`src/rtl/dac_bank_pkg.sv`:
```
package dac_bank_pkg;
  typedef enum logic {
    UPD_IMMEDIATE    = 1'b0,
    UPD_SIMULTANEOUS = 1'b1
  } upd_style_e;
endpackage

```
`src/rtl/dac_wr_decode.sv`:
```
module dac_wr_decode #(
  parameter int NUM_CH    = 4,
  parameter int OFFS_W    = 4,
  parameter int BASE_OFFS = 8,
  parameter int CTRL_OFFS = 2
) (
  input  logic              wr_en,
  input  logic [OFFS_W-1:0] wr_offs,
  output logic [NUM_CH-1:0] lo_wr,
  output logic [NUM_CH-1:0] hi_wr,
  output logic              ctrl_wr
);
  // Each channel owns a pair of offsets: lower byte first, upper byte second.
  for (genvar g = 0; g < NUM_CH; g++) begin : g_dec
    localparam int LO_OFFS = BASE_OFFS + 2*g;
    localparam int HI_OFFS = LO_OFFS + 1;
    assign lo_wr[g] = wr_en && (wr_offs == OFFS_W'(LO_OFFS));
    assign hi_wr[g] = wr_en && (wr_offs == OFFS_W'(HI_OFFS));
  end
  assign ctrl_wr = wr_en && (wr_offs == OFFS_W'(CTRL_OFFS));
endmodule

```
`src/rtl/dac_sync_ctl.sv`:
```
module dac_sync_ctl
  import dac_bank_pkg::*;
(
  input  logic       clk,
  input  logic       rst,
  input  logic       ctrl_wr,
  input  logic       style_in,
  output upd_style_e style_q,
  output logic       xfer_q
);
  // The transfer pulse is registered, so the outputs load on the edge after the write.
  always_ff @(posedge clk) begin
    if (rst) begin
      style_q <= UPD_IMMEDIATE;
      xfer_q  <= 1'b0;
    end else begin
      xfer_q <= ctrl_wr && style_in && (style_q == UPD_IMMEDIATE);
      if (ctrl_wr) style_q <= upd_style_e'(style_in);
    end
  end

  // a transfer pulse is only raised by a 0-to-1 control write.
  p_xfer_on_rise_r6: assert property (@(posedge clk) disable iff (rst)
    xfer_q |-> ($past(ctrl_wr) && $past(style_in) && $past(style_q) == UPD_IMMEDIATE));

  // writing 1 while the bit is already 1 gives no transfer.
  p_no_xfer_when_set_r7: assert property (@(posedge clk) disable iff (rst)
    (ctrl_wr && style_q == UPD_SIMULTANEOUS) |=> !xfer_q);
endmodule

```
`src/rtl/dac_chan_reg.sv`:
```
module dac_chan_reg
  import dac_bank_pkg::*;
#(
  parameter int CODE_W = 12,
  parameter int BUS_W  = 8
) (
  input  logic              clk,
  input  logic              rst,
  input  logic              lo_wr,
  input  logic              hi_wr,
  input  upd_style_e        style,
  input  logic              xfer,
  input  logic [BUS_W-1:0]  wr_data,
  output logic [CODE_W-1:0] code_q
);
  localparam int LO_W = CODE_W - BUS_W;

  logic [BUS_W-1:0] stage_hi;
  logic [LO_W-1:0]  stage_lo;

  // Staging registers: the lower byte keeps only its upper LO_W bits.
  always_ff @(posedge clk) begin
    if (rst) begin
      stage_hi <= '0;
      stage_lo <= '0;
    end else begin
      if (lo_wr) stage_lo <= wr_data[BUS_W-1 -: LO_W];
      if (hi_wr) stage_hi <= wr_data;
    end
  end

  // Output register: a broadcast transfer, or an immediate load on an upper-byte write.
  always_ff @(posedge clk) begin
    if (rst) begin
      code_q <= '0;
    end else if (xfer) begin
      code_q <= {stage_hi, stage_lo};
    end else if (hi_wr && style == UPD_IMMEDIATE) begin
      code_q <= {wr_data, stage_lo};
    end
  end

  // a lower-byte write alone leaves the output untouched.
  p_lo_keeps_out_r3: assert property (@(posedge clk) disable iff (rst)
    (lo_wr && !xfer) |=> $stable(code_q));

  // in immediate style the upper code bits follow the written byte.
  p_hi_immediate_r4: assert property (@(posedge clk) disable iff (rst)
    (hi_wr && style == UPD_IMMEDIATE && !xfer) |=> code_q[CODE_W-1 -: BUS_W] == $past(wr_data));

  // in simultaneous style the output holds until a transfer.
  p_hold_in_sync_r5: assert property (@(posedge clk) disable iff (rst)
    (style == UPD_SIMULTANEOUS && !xfer) |=> $stable(code_q));

  // reset clears the output register.
  p_reset_clear_r8: assert property (@(posedge clk)
    rst |=> code_q == '0);
endmodule

```
`src/rtl/dac_update_bank.sv`:
```
module dac_update_bank
  import dac_bank_pkg::*;
#(
  parameter int NUM_CH    = 4,
  parameter int CODE_W    = 12,
  parameter int BUS_W     = 8,
  parameter int OFFS_W    = 4,
  parameter int BASE_OFFS = 8,
  parameter int CTRL_OFFS = 2,
  parameter int STYLE_BIT = 7
) (
  input  logic                     clk,
  input  logic                     rst,
  input  logic                     wr_en,
  input  logic [OFFS_W-1:0]        wr_offs,
  input  logic [BUS_W-1:0]         wr_data,
  output logic [NUM_CH*CODE_W-1:0] dac_code
);
  logic [NUM_CH-1:0] lo_wr;
  logic [NUM_CH-1:0] hi_wr;
  logic              ctrl_wr;
  upd_style_e        style_q;
  logic              xfer_q;

  dac_wr_decode #(
    .NUM_CH(NUM_CH), .OFFS_W(OFFS_W), .BASE_OFFS(BASE_OFFS), .CTRL_OFFS(CTRL_OFFS)
  ) u_dec (
    .wr_en(wr_en), .wr_offs(wr_offs), .lo_wr(lo_wr), .hi_wr(hi_wr), .ctrl_wr(ctrl_wr)
  );

  dac_sync_ctl u_sync (
    .clk(clk), .rst(rst), .ctrl_wr(ctrl_wr), .style_in(wr_data[STYLE_BIT]),
    .style_q(style_q), .xfer_q(xfer_q)
  );

  for (genvar g = 0; g < NUM_CH; g++) begin : g_ch
    dac_chan_reg #(.CODE_W(CODE_W), .BUS_W(BUS_W)) u_ch (
      .clk(clk), .rst(rst), .lo_wr(lo_wr[g]), .hi_wr(hi_wr[g]),
      .style(style_q), .xfer(xfer_q), .wr_data(wr_data),
      .code_q(dac_code[g*CODE_W +: CODE_W])
    );
  end

  // a single write strobe reaches at most one register.
  p_one_target_r1: assert property (@(posedge clk) disable iff (rst)
    $onehot0({lo_wr, hi_wr, ctrl_wr}));
endmodule

```
`config.mk`:
```
export PLATFORM = sky130hd
export DESIGN_NAME = dac_update_bank
export DESIGN_NICKNAME = d
export VERILOG_FILES = /design/src/rtl/dac_bank_pkg.sv /design/src/rtl/dac_wr_decode.sv /design/src/rtl/dac_sync_ctl.sv /design/src/rtl/dac_chan_reg.sv /design/src/rtl/dac_update_bank.sv
export SDC_FILE = /design/constraint.sdc
export NUM_CORES = 1
export LEC_CHECK = 0
export BUFFER_PORTS_ARGS = -buffer_cell sky130_fd_sc_hd__buf_2
export CAP_MARGIN = 20
export CORE_UTILIZATION = 30
export CTS_CLUSTER_DIAMETER = 120
export CTS_CLUSTER_SIZE = 28
export DETAILED_ROUTE_END_ITERATION = 8
export PLACE_DENSITY = 0.54
export SKIP_CTS_REPAIR_TIMING = 1
export SYNTH_ARGS = -nofsm -noshare
export SYNTH_HDL_FRONTEND = slang
export SYNTH_SLANG_ARGS = --single-unit
```
`constraint.sdc`:
```
create_clock -name clk -period 1.2 [get_ports clk]
set_input_delay 0.12 -clock clk [delete_from_list [all_inputs] [get_ports clk]]
set_output_delay 0.12 -clock clk [all_outputs]
set_load 0.05 [all_outputs]
```
; Word level (Yosys, flattened, before mapping)
; Cells that the tools add are included.
[totals]
word_cells = 51
romBits = 0
mem_count = 0
input_bits = 15
latchBits = 0
reg_bits = 98
out_inout_bits = 48
ramBits = 0
[classes]
eq_ne = 9
n_lt_le_gt_ge = 0
reduce_logical = 19
muxes = 8
shift = 0
n_bitwise = 1
div_mod_pow = 0
multipliers = 0
addsub = 0
[op_table]
columns = op, count
row1 = 12-bit two-way mux, 8
row2 = 4-bit equality test (second input constant), 8
row3 = 1-bit logical AND, 15
row4 = 2-bit nonzero test, 4
row5 = 4-bit by 2-bit equality test with 1-bit output (second input constant), 1
row6 = 1-bit inverter, 1

; Depth between registers and ports, before layout
[depth]
word_depth = 5
mapped_depth = 6
mapped_depth_nobuf = 3

; Cells and area by module
; A second synthesis with hierarchy kept.
[unflattened]
hier_cells = 435
hier_area_um2 = 4157.7
[by_module_without_submodules]
columns = mod, cells_per_inst, area_each_um2, instances, seq_area_each_um2
row1 = dac_chan_reg, 104, 999.7, 4, 480.5
row2 = dac_wr_decode, 14, 92.6, 1, 0.0
row3 = dac_sync_ctl, 5, 66.3, 1, 40.0

; Worst setup path after synthesis
; No wires, ideal clock.
[synth_timing]
kind = reg2reg
start = reg u_sync.style_q
end = reg g_ch[0].u_ch.code_q[11]
setup_ns = 0.103
period_less_slack_ns = 1.289
arrival_ns = 1.186
path_stages_with_launch = 6
path_buffers = 2
required_time_ns = 1.097
path_slack_ns = -0.089
path_cell_list = dfxtp_1 -> nor2_1 -> buf_4 -> buf_4 -> a211oi_1 -> a2111oi_2
[synth_via]
elab_chain_cells = 3
[synth_lines]
columns = element, line_no
row1 = from (decl), dac_sync_ctl.sv:8  ; output upd_style_e style_q,
row2 = from (signal assigned), dac_sync_ctl.sv:18  ; if (ctrl_wr) style_q <= upd_style_e'(style_in);
row3 = 1-bit inverter, dac_chan_reg.sv:38  ; end else if (hi_wr && style == UPD_IMMEDIATE) begin
row4 = 1-bit logical AND, dac_chan_reg.sv:38
row5 = 2-bit nonzero test (no line), -
row6 = to (signal assigned), dac_chan_reg.sv:37  ; code_q <= {stage_hi, stage_lo};
row7 = to (signal assigned), dac_chan_reg.sv:39  ; code_q <= {wr_data, stage_lo};
row8 = to (decl), dac_chan_reg.sv:14  ; output logic [CODE_W-1:0] code_q
; Every way passes these cells.
; A chain may end at the register's enable or synchronous reset.

; Final worst setup path
[layout_timing]
start = reg u_sync.style_q
end = reg g_ch[2].u_ch.code_q[10]
[layout_via]
elab_chain_cells = 3
[layout_lines]
columns = element, line_no
row1 = 1-bit inverter, dac_chan_reg.sv:38
row2 = 1-bit logical AND, dac_chan_reg.sv:38
row3 = 2-bit nonzero test (no line), -
row4 = to (signal assigned), dac_chan_reg.sv:37
row5 = to (signal assigned), dac_chan_reg.sv:39
row6 = to (decl), dac_chan_reg.sv:14
; Every way passes these cells.

==> results.tsv <==
metric	value	unit
cts-root-buf	clkbuf_16	
vias	3918	
synth.area.mux_share	3.57	%
synth-seq-area-share	43.7	%
critical_path.endpoint	g_ch[2].u_ch.code_q[10]$_SDFFE_PP0P_	
worstPathMaxFanout	19	
tightest_slew	0.632	ns
synth.cell_area	4490	um2
multi_input_area	2520	um2
critPathLaunchType	flip-flop	
drc_errors	0	
p_leak	0.00220	uW
min_period	1.30	ns
fill_cells	1384	
synthAdderAreaFrac	0	%
drv_cap	0	
seqCellArea	1970	um2
crit_required	1.42	ns
cp-end-kind	flip-flop	
start_util	30.8	%
utilization	40.6	%
crit_type	flip-flop to flip-flop	
cts_tree	yes	
final_cell_area	5930	um2
chipHeight	124	um
dp_cells	723	
ys_types	37	
antenna_found_initial	0	
drive_above_1_share	34.6	%
synth_xor_xnor_area_share	0	%
reg2regPathDepth	4	
violations	negative setup slack	
drtAntennaViolNets	0	
worst_ir_drop_vdd	0.803	mV
ys_ff_latch	98	
placed_cell_area	5360	um2
p_seq_share	45.6	%
core-area	14600	um2
yosysWarnings	0	
status	finished with violations	
firstDrtPassIters	4	
drt_iter0_markers	306	
rrSetupSlack	-0.1	ns
die_w	124	um
area_growth	32.0	%
stdcell_count	741	
cp-startpoint	u_sync.style_q$_SDFFE_PP0P_	
n_antenna_cell	0	
insertion_delay	0.35	ns
dp_hpwl	9190	um
swShare	25.5	%
wirelength	13200	um
syn_inst	481	
synth_simple_gate_area_share	18.6	%
cts_max_level	3	
rsz0062_at_grt	yes	
nets	567	
crit_arrival	1.52	ns
dieArea	15500	um2
numCtsBuffers	9	
grt.total_usage	17.0	%
min_path_type	primary input to flip-flop	
power.share.combinational	12.0	%
io_buffers	62	
synth_top_family_by_area	compound AO/OA/AOI/OAI gates	
p_per_area	1230	nW/um2
slew-limit-headroom	57.9	%
gp_congestion	0.769	
synth_nets	496	
synth_compound_area_share	27.0	%
clkSinkCount	98	
avgSynthCellArea	9.33	um2
setup_slack	-0.0984	ns
timing.rr.start	u_sync.style_q$_SDFFE_PP0P_	
viasPerCell	5.29	
setup_violations	27	
pin_count	63	
r2r-end	g_ch[2].u_ch.code_q[10]$_SDFFE_PP0P_	
cts.reportedPaths.clkPinSlew	0.07	ns
slew_violations	0	
intPower	5450	uW
grt_max_degree	58	
cts_max_path_buffers	2	
fin_worst_skew	0.00928	ns
row_count	44	
finalHoldViolations	0	
fmax	770	MHz
fin_crit_sh	108	%
grt-ovfl-total	0	
grt_pass1_vias	3931	
grt_pass1_wl	20900	um
p_total	7320	uW
power.switching	1870	uW
wl_per_cell	17.8	um
clock_power_share	42.4	%
flip-flops by register name, indices dropped and copies added (netlist names):
| signal | count |
|---|---|
| g_ch.u_ch.stage_lo | 16 |
| u_sync.style_q | 1 |
| g_ch.u_ch.stage_hi | 32 |
| u_sync.xfer_q | 1 |
| g_ch.u_ch.code_q | 48 |
cell usage after synthesis:
cell type,count,share of area (%)
dfxtp_1,98,44
a21oi_1,53,5.9
nand3_1,50,5.6
o21ai_0,48,5.4
nand2b_1,33,4.6
nor2b_1,33,4.6
clkbuf_1,29,2.4
a211oi_1,20,3.3
a2111oi_2,16,5.4
mux2i_1,16,3.6
a2111oi_1,14,3.1
a211oi_2,12,3.3
nor2_1,11,0.92
buf_2,10,1.1
buf_6,8,2.0
buf_1,4,0.33
buf_4,3,0.50
a2111oi_0,2,0.39
and2_1,2,0.28
and2_4,2,0.39
a31o_2,1,0.20
and2_0,1,0.14
and2b_1,1,0.17
and3_2,1,0.17
and3b_2,1,0.22
and4_4,1,0.25
and4b_1,1,0.22
buf_12,1,0.45
clkbuf_4,1,0.17
inv_1,1,0.084
nand2_1,1,0.084
nand3b_1,1,0.17
nand4_1,1,0.14
nor2b_2,1,0.20
nor4b_1,1,0.20
or2_2,1,0.14
or2b_1,1,0.17
layout by cell type (no fill, tap or decap), types with 2 or more instances in the layout:
cell type,netlist,routed
a211oi_4,0,5
clkinvlp_4,0,2
buf_2,10,58
a2111oi_1,14,4
clkbuf_16,0,9
clkbuf_4,1,2
and2_4,2,4
a211oi_2,12,10
nor2_1,11,9
buf_6,8,3
nand3_1,50,50
a2111oi_2,16,16
a21oi_1,53,49
o21ai_0,48,48
clkinv_2,0,2
nand2b_1,33,33
a211oi_1,20,17
mux2i_1,16,16
a21oi_2,0,3
nor2b_1,33,33
dfxtp_4,0,2
buf_12,1,12
bufinv_16,0,2
buf_4,3,41
a2111oi_4,0,12
dfxtp_1,98,96
power by group through the flow:
stage | Sequential, uW | Clock (uW) | Combinational [uW]
2_1_floorplan | 3510 | 0 | 400
3_3_place_gp | 3410 | 0 | 801
3_5_place_dp | 3410 | 0 | 811
4_1_cts | 3340 | 3140 | 815
5_1_grt | 3340 | 3280 | 932
6_report | 3330 | 3100 | 879
worst max-delay path, cell delays in order, from the launching register on:
cell       delay (ns)
dfxtp_4          0.38
nor2_4           0.05
buf_12           0.15
and2_4           0.23
a2111oi_1        0.36
routing by layer:
metal	vias up	part of all wire, %	track usage (%)
li1	1888	-	-
met1	1910	44	22.1
met2	104	50	27.7
met3	16	4.8	2.79
met4	0	1.7	6.95
met5	-	0	0
cell families (layout without fill, tap and decap cells):
kind of cell	count (synthesis)	count (layout)
mux	16	16
compound gates	166	166
buf+inv	57	133
simple gates	144	144
flops	98	98
stage by stage:
step	setup WS, ns	setup TNS, ns	hold slack (ns)
floorplan	-0.0316	-0.631	0.268
global placement	-0.251	-7.19	0.355
detailed placement	-0.341	-9.57	0.360
CTS	-0.306	-7.39	-0.000885
global route	-0.185	-3.45	0.00952
finish	-0.0984	-1.07	0.00283
layout make-up:
class	count	share of cell area, %
repair buffers	116	15.0
flip-flops and latches	98	33.2
clock buffers	9	3.80
well taps	184	3.89
multi-input cells	326	42.5
clock inverters	7	1.58
inverters	1	0.0633
worst min path at each step:
stage | from | end | slack [ns] | cells past startpoint
4_1_cts | rst | u_sync.style_q$_SDFFE_PP0P_ | -0.0009 | 2
3_5_place_dp | rst | u_sync.style_q$_SDFFE_PP0P_ | 0.36 | 2
3_3_place_gp | rst | u_sync.style_q$_SDFFE_PP0P_ | 0.35 | 2
5_1_grt | rst | u_sync.xfer_q$_SDFF_PP0_ | 0.01 | 2
6_report | rst | u_sync.xfer_q$_SDFF_PP0_ | 0.003 | 2
2_1_floorplan | wr_data[0] | g_ch[0].u_ch.stage_hi[0]$_SDFFE_PP0P_ | 0.27 | 2
No activity file was read; power rests on OpenSTA's default activity.
